File: src/rtl/pwr_therm_pkg.sv
package pwr_therm_pkg;

  typedef struct packed {
    logic supply_ok;
    logic warn;
    logic shdn;
  } guard_flags_t;

endpackage

File: src/rtl/in_capture.sv
module in_capture #(
  parameter int unsigned W = 8
) (
  input  logic         clk_i,
  input  logic         rst_ni,
  input  logic [W-1:0] d_i,
  output logic [W-1:0] q_o
);
  always_ff @(posedge clk_i or negedge rst_ni) begin
    if (!rst_ni) q_o <= '0;
    else         q_o <= d_i;
  end
endmodule

File: src/rtl/hyst_cmp.sv
module hyst_cmp #(
  parameter int unsigned W  = 8,
  parameter int unsigned HI = 2,
  parameter int unsigned LO = 1
) (
  input  logic         clk_i,
  input  logic         rst_ni,
  input  logic [W-1:0] val_i,
  output logic         flag_o
);
  localparam logic [W-1:0] HiC = HI[W-1:0];
  localparam logic [W-1:0] LoC = LO[W-1:0];

  logic above_hi, at_or_below_lo;
  assign above_hi       = val_i > HiC;
  assign at_or_below_lo = val_i <= LoC;

  always_ff @(posedge clk_i or negedge rst_ni) begin
    if (!rst_ni)             flag_o <= 1'b0;
    else if (above_hi)       flag_o <= 1'b1;
    else if (at_or_below_lo) flag_o <= 1'b0;
  end

  // set only from a strictly-above sample
  p_set_above_hi_r2: assert property (@(posedge clk_i) disable iff (!rst_ni)
    $rose(flag_o) |-> ($past(val_i) > HiC));
  // clear only from an at-or-below sample
  p_clear_at_lo_r3: assert property (@(posedge clk_i) disable iff (!rst_ni)
    $fell(flag_o) |-> ($past(val_i) <= LoC));
endmodule

File: src/rtl/trip_latch.sv
module trip_latch (
  input  logic clk_i,
  input  logic rst_ni,
  input  logic arm_i,
  input  logic trip_i,
  output logic latch_o
);
  // disarm (undervoltage) dominates; latch ignores trip_i falling
  always_ff @(posedge clk_i or negedge rst_ni) begin
    if (!rst_ni)     latch_o <= 1'b0;
    else if (!arm_i) latch_o <= 1'b0;
    else if (trip_i) latch_o <= 1'b1;
  end

  p_hold_while_armed_r8: assert property (@(posedge clk_i) disable iff (!rst_ni)
    (latch_o && arm_i) |=> latch_o);
  p_clear_on_uv_r9: assert property (@(posedge clk_i) disable iff (!rst_ni)
    !arm_i |=> !latch_o);
endmodule

File: src/rtl/pwr_therm_guard.sv
module pwr_therm_guard
  import pwr_therm_pkg::*;
#(
  parameter int unsigned VW        = 10,
  parameter int unsigned TW        = 8,
  parameter int unsigned V_START   = 430,
  parameter int unsigned V_STOP    = 380,
  parameter int unsigned T_WARN_HI = 115,
  parameter int unsigned T_WARN_LO = 100,
  parameter int unsigned T_SHDN    = 150
) (
  input  logic          clk_i,
  input  logic          rst_ni,
  input  logic [VW-1:0] supply_code_i,
  input  logic [TW-1:0] temp_code_i,
  input  logic          ext_en_i,
  output logic          supply_ok_o,
  output logic          therm_warn_o,
  output logic          shdn_o,
  output logic          en_pull_o,
  output logic          run_permit_o
);
  localparam int unsigned CapW = VW + TW + 1;
  localparam logic [TW-1:0] ShdnC = T_SHDN[TW-1:0];

  logic [CapW-1:0] cap_q;
  logic [VW-1:0]   v_q;
  logic [TW-1:0]   t_q;
  logic            en_q;
  guard_flags_t    flags;

  in_capture #(.W(CapW)) u_cap (
    .clk_i (clk_i),
    .rst_ni(rst_ni),
    .d_i   ({supply_code_i, temp_code_i, ext_en_i}),
    .q_o   (cap_q)
  );
  assign {v_q, t_q, en_q} = cap_q;

  hyst_cmp #(.W(VW), .HI(V_START), .LO(V_STOP)) u_uvlo (
    .clk_i (clk_i),
    .rst_ni(rst_ni),
    .val_i (v_q),
    .flag_o(flags.supply_ok)
  );

  hyst_cmp #(.W(TW), .HI(T_WARN_HI), .LO(T_WARN_LO)) u_warn (
    .clk_i (clk_i),
    .rst_ni(rst_ni),
    .val_i (t_q),
    .flag_o(flags.warn)
  );

  trip_latch u_shdn (
    .clk_i  (clk_i),
    .rst_ni (rst_ni),
    .arm_i  (flags.supply_ok),
    .trip_i (t_q > ShdnC),
    .latch_o(flags.shdn)
  );

  assign supply_ok_o  = flags.supply_ok;
  assign therm_warn_o = flags.warn;
  assign shdn_o       = flags.shdn;
  assign en_pull_o    = flags.shdn;
  assign run_permit_o = flags.supply_ok & ~flags.shdn & en_q;

  p_trip_blocks_run_r7: assert property (@(posedge clk_i) disable iff (!rst_ni)
    $rose(shdn_o) |-> (!run_permit_o && en_pull_o));
  p_no_run_without_supply_r10: assert property (@(posedge clk_i) disable iff (!rst_ni)
    $fell(supply_ok_o) |-> !run_permit_o);
endmodule

File: config.mk
export PLATFORM = sky130hd
export DESIGN_NAME = pwr_therm_guard
export DESIGN_NICKNAME = d
export VERILOG_FILES = /design/src/rtl/pwr_therm_pkg.sv /design/src/rtl/in_capture.sv /design/src/rtl/hyst_cmp.sv /design/src/rtl/trip_latch.sv /design/src/rtl/pwr_therm_guard.sv
export SDC_FILE = /design/constraint.sdc
export NUM_CORES = 1
export LEC_CHECK = 0
export BUFFER_PORTS_ARGS = -buffer_cell sky130_fd_sc_hd__buf_2
export CORE_AREA = 2 2 43 45
export CTS_CLUSTER_SIZE = 14
export DETAILED_ROUTE_END_ITERATION = 6
export DIE_AREA = 0 0 45 47
export GPL_TIMING_DRIVEN = 1
export PLACE_DENSITY_LB_ADDON = 0.1
export SYNTH_ARGS = -nofsm -noshare
export SYNTH_HDL_FRONTEND = slang
export SYNTH_SLANG_ARGS = --single-unit
File: constraint.sdc
create_clock -name clk_i -period 1.4 [get_ports clk_i]
set_clock_uncertainty 0.15 [all_clocks]
set_input_delay 0.14 -clock clk_i [delete_from_list [all_inputs] [get_ports clk_i]]
set_output_delay 0.14 -clock clk_i [all_outputs]
set_load 0.005 [all_outputs]
==> Word-level counts from Yosys, hierarchy flattened <==
Index checks and enable logic that the tools add are counted.
{ "op_classes": {"reduce_logical": 2, "bitwise_logic": 3, "n_lt_le_gt_ge": 5, "eq_ne": 1, "n_mux": 6} }
{ "ops": {"columns": ["cell", "n"], "rows": [
  ["$gt A10 B9 Y1 const B", 1],
  ["$le A10 B9 Y1 const B", 1],
  ["$gt A8 B7 Y1 const B", 1],
  ["$gt A8 B8 Y1 const B", 1],
  ["$le A8 B7 Y1 const B", 1],
  ["$mux W1", 6],
  ["$reduce_bool A2 Y1", 2],
  ["$and A1 B1 Y1", 2],
  ["$ne A2 B1 Y1 const B", 1],
  ["$not A1 Y1", 1]
]} }
{ "word_totals": {"output_inout_bits": 5, "ff_bits": 22} }

==> Logic depth before layout (Yosys ltp) <==
{ "depth": {"depth_word": 3, "depth_mapped": 4, "ltp_nobuf": 4} }

==> By module <==
From an unflattened synthesis, not the netlist that was laid out.
{ "hier_totals": {"cells_unflattened": 46, "hier_area_um2": 714.4} }
{ "by_module_without_submodules": {"columns": ["mod", "cells_per_inst", "seq_area_each_um2", "instances", "area_per_inst_um2"], "rows": [
  ["in_capture", 19, 475.5, 1, 475.5],
  ["hyst_cmp (u_uvlo)", 13, 25.0, 1, 107.6],
  ["hyst_cmp (u_warn)", 6, 25.0, 1, 57.6],
  ["pwr_therm_guard", 6, 0.0, 1, 41.3],
  ["trip_latch", 2, 25.0, 1, 32.5]
]} }

==> Least setup slack after synthesis <==
OpenSTA, ideal clock, no wires.
{ "synth_timing": {"path_type": "flip-flop to flip-flop", "start": "reg u_cap.q_o[17]", "end": "reg u_uvlo.flag_o", "t_arrival_ns": 0.968, "setup_time_ns": 0.126, "stages_incl_launch_ff": 5, "path_slack_ns": 0.156, "required_time_ns": 1.124, "n_path_buf": 0, "cell_sequence": "dfrtp_1 > nand4_1 > or2_1 > o21ai_0 > a221o_1"} }
{ "synth_via": {"elab_chain_len": 2, "word_cells_on_any_way": 4} }
{ "synth_lines": {"columns": ["item", "line_no", "source"], "rows": [
  ["start, declared", "in_capture.sv:7", "output logic [W-1:0] q_o"],
  ["start signal, assigned", "in_capture.sv:11", "else q_o <= d_i;"],
  ["$gt A10 B9 Y1 or $le A10 B9 Y1 (tied branches)", "hyst_cmp.sv:15, hyst_cmp.sv:16", null],
  ["$mux W1 or $reduce_bool A2 Y1 (tied branches)", null, null],
  ["end signal, assigned", "hyst_cmp.sv:19", "if (!rst_ni) flag_o <= 1'b0;"],
  ["end signal, assigned", "hyst_cmp.sv:20", "else if (above_hi) flag_o <= 1'b1;"],
  ["end signal, assigned", "hyst_cmp.sv:21", "else if (at_or_below_lo) flag_o <= 1'b0;"],
  ["end, declared", "hyst_cmp.sv:9", "output logic flag_o"]
]} }
Several ways; a longest one is shown, not always the timed one.
A chain may end at the register's enable or synchronous reset.

==> Worst setup path after layout <==
Ends and elaborated chain as after synthesis.

==> summary.txt <==
Clock tree
  – Worst-skew pair later-pin latency: 290 ps
  – TritonCTS clock tree: yes
  – Clock transition at path regs: about 100 ps
  – Post-CTS setup repair buffer count: 0
  – CTS root buffer: clkbuf_4
  – CTS Sinks: 22
  – Cts hold-fix bufs: 20
  – CTS buffer count: 3
  – Clock buffer depth: 2
  – Post_cts resized: 0
  – Max H-tree Level: 1

Global route
  – Vias in the first global route: roughly 480
  – Total track usage: 0.127
  – Largest net degree at the start of global routing: 23
  – Remaining Overflow, GRT: 0
  – Initial antenna violation count: 0
  – First-pass GRT wire length: between 1500 and 2000 um

Drt
  – Via/cell ratio: ~4.6
  – # DRC: 0
  – WL per Instance: about 11 um
  – Total Wirelength: roughly 1200 um
  – Pre-antenna DRT Iters: 4
  – Number of vias in the routed layout: around 520
  – Final ANT Viol Nets: 0
  – DRT iter0 DRCs: 5

Setup path
  – Reg2Reg Capture Point: u_uvlo.flag_o
  – Worst R2R Path Depth: 4
  – CP max stage delay: a little over 400 ps
  – Critical path class: reg2reg
  – Worst EP arrival: approximately 1300 ps
  – Slowest CP cell: dfrtp_1
  – FF-to-FF setup slack: ~100 ps
  – Critical Path RT: about 1400 ps
  – Crit Reg-Reg Startpoint: u_cap.q_o[17]
  – Critical Path End Type: flip-flop
  – CP Max Fanout: 3
  – Crit-path cells: nand4_1 -> or2_1 -> o21ai_0 -> a221o_1
  – Crit start category: flip-flop

Timing
  – Max Slew Vio Count: 0
  – Worst slew pin tran: about 450 ps
  – Worst hold margin: roughly 170 ps
  – Max_slew headroom: 0.700
  – Post-layout min period: roughly 1300 ps
  – Setup_tns: 0 ps
  – Setup ws final: ~100 ps
  – Setup Viol. Count Final: 0
  – Max frequency: 769 MHz
  – RSZ-0062 raised after global routing: no
  – Final worst path period share: 0.929
  – Hold Fails Final Rpt: 0

Layout
  – Antenna Cells: 0
  – Layout area overhead: 51.5%
  – Fillers: ~140
  – Final nets: ~120
  – Share of cells above drive strength 1: 0.316

Run
  – Maximum capacitance violations: 0

Synthesis
  – Post-synthesis register bit count: 22
  – Post-synth EDFFs: 0
  – Mapped Cells: 48
  – Netlist cell types: 17
  – Mapped Nets: 69
  – Syn. warnings: 0
  – Mean Syn Cell Area: around 15 um^2
  – Synth area leader: dfrtp_1
  – Seq/Total Area, Yosys: 0.784
  – Largest cells by area after synthesis: dfrtp_1 78%, a21oi_1 2.9%, o21ai_0 2.1%, nor4_2 1.8%, nand2_1 1.6%
  – Post-synthesis async set-or-reset flop share: 1.00
  – Top-area cell type share of the netlist area: 0.784
  – Most frequent cells after synthesis: 22 x dfrtp_1, 4 x a21oi_1, 3 x nand2_1, 3 x nor2_1, 3 x o21ai_0
  – Netlist Area Pre-Place: between 700 and 800 um^2
  – Top-count cell post-synth: dfrtp_1
  – Main synth FF type: dfrtp_1

Floorplanning
  – Starting Density: 0.425
  – Die area: between 2000 and 2500 um^2
  – Row count: 15
  – Die Height: 47 um
  – Core area: 1650 um^2
  – # IOs: 26
  – Die Wd: around 45 um

Min path
  – Hold WC Path Type: in2async

Place
  – Placer Congestion: 0.682
  – Number of port buffers: 25
  – Post-place setup slack: 109 ps

Pwr
  – Leakage power: ~0.50 nW
  – Maximum vdd drop: 0.757 mV
  – Pwr per Cell Area: between 1000 and 1500 nW/um^2

Outcome
  – Status: finished clean
## placed cells by master (no fill, tap or decap), types with 2 or more instances in the layout
master and n:
clkbuf_4 3, a21oi_1 4, buf_2 25, nor2_1 3
dfrtp_1 22, o21ai_0 3, nand2_1 3, dlygate4sd3_1 20
inv_1 2
## flip-flops by register name (all words and copies together) (netlist names)
signal and flops:
u_shdn.latch_o 1, u_cap.q_o 19, u_uvlo.flag_o 1, u_warn.flag_o 1
## final cells by class
class,count,area [um^2],area share
clock buffer,3,22.5,0.0212
multi-input combinational,23,136,0.128
inverter,2,7.51,0.00706
tap,17,21.3,0.0200
sequential,22,551,0.518
timing repair buffer,45,325,0.306
## power by group
group | internal (mW) | switching [mW] | total, mW
logic | 0.0801 | 0.0426 | 0.123
registers | 0.671 | 0.0235 | 0.695
clock network | 0.100 | 0.158 | 0.258
total | 0.852 | 0.224 | 1.08
## worst max-delay path by stage
stage / start / endpoint / depth (start not counted)
2_1_floorplan: u_cap.q_o[17] / u_uvlo.flag_o / 4
3_3_place_gp: u_cap.q_o[17] / u_uvlo.flag_o / 4
3_5_place_dp: u_cap.q_o[17] / u_uvlo.flag_o / 4
4_1_cts: u_cap.q_o[17] / u_uvlo.flag_o / 4
5_1_grt: u_cap.q_o[17] / u_uvlo.flag_o / 4
6_report: u_cap.q_o[17] / u_uvlo.flag_o / 4
## cell families after synthesis
group                  synth area share
buffers and inverters            0.0214
flip-flops                        0.784
AND/OR/NAND/NOR                  0.0767
AO/OA/AOI/OAI                     0.118
## critical path, delay by kind of cell (launching register included)
family / cells / cell delay [ps]
AND/OR/NAND/NOR: 2 / 210
AO/OA/AOI/OAI: 2 / 430
flip-flops: 1 / 410
## metal layers
metal | global-route usage | share of wire | vias up
met5 | 0 | 0 | -
met2 | 0.234 | 0.52 | 23
met1 | 0.136 | 0.42 | 230
li1 | - | - | 260
met3 | 0.0231 | 0.053 | 2
met4 | 0.0706 | 0.0068 | 0
## stage by stage
stage                     cell area (um^2)  power, mW   util  cells
after floorplan                        702      0.735      -     48
after global placement                 841      0.788  0.509     89
after detailed placement               841      0.788  0.509     89
after CTS                             1060       1.09  0.644    112
after global routing                  1060       1.14  0.644    112
final                                 1060       1.08  0.644    112
Power figures use the tool's default switching activity.
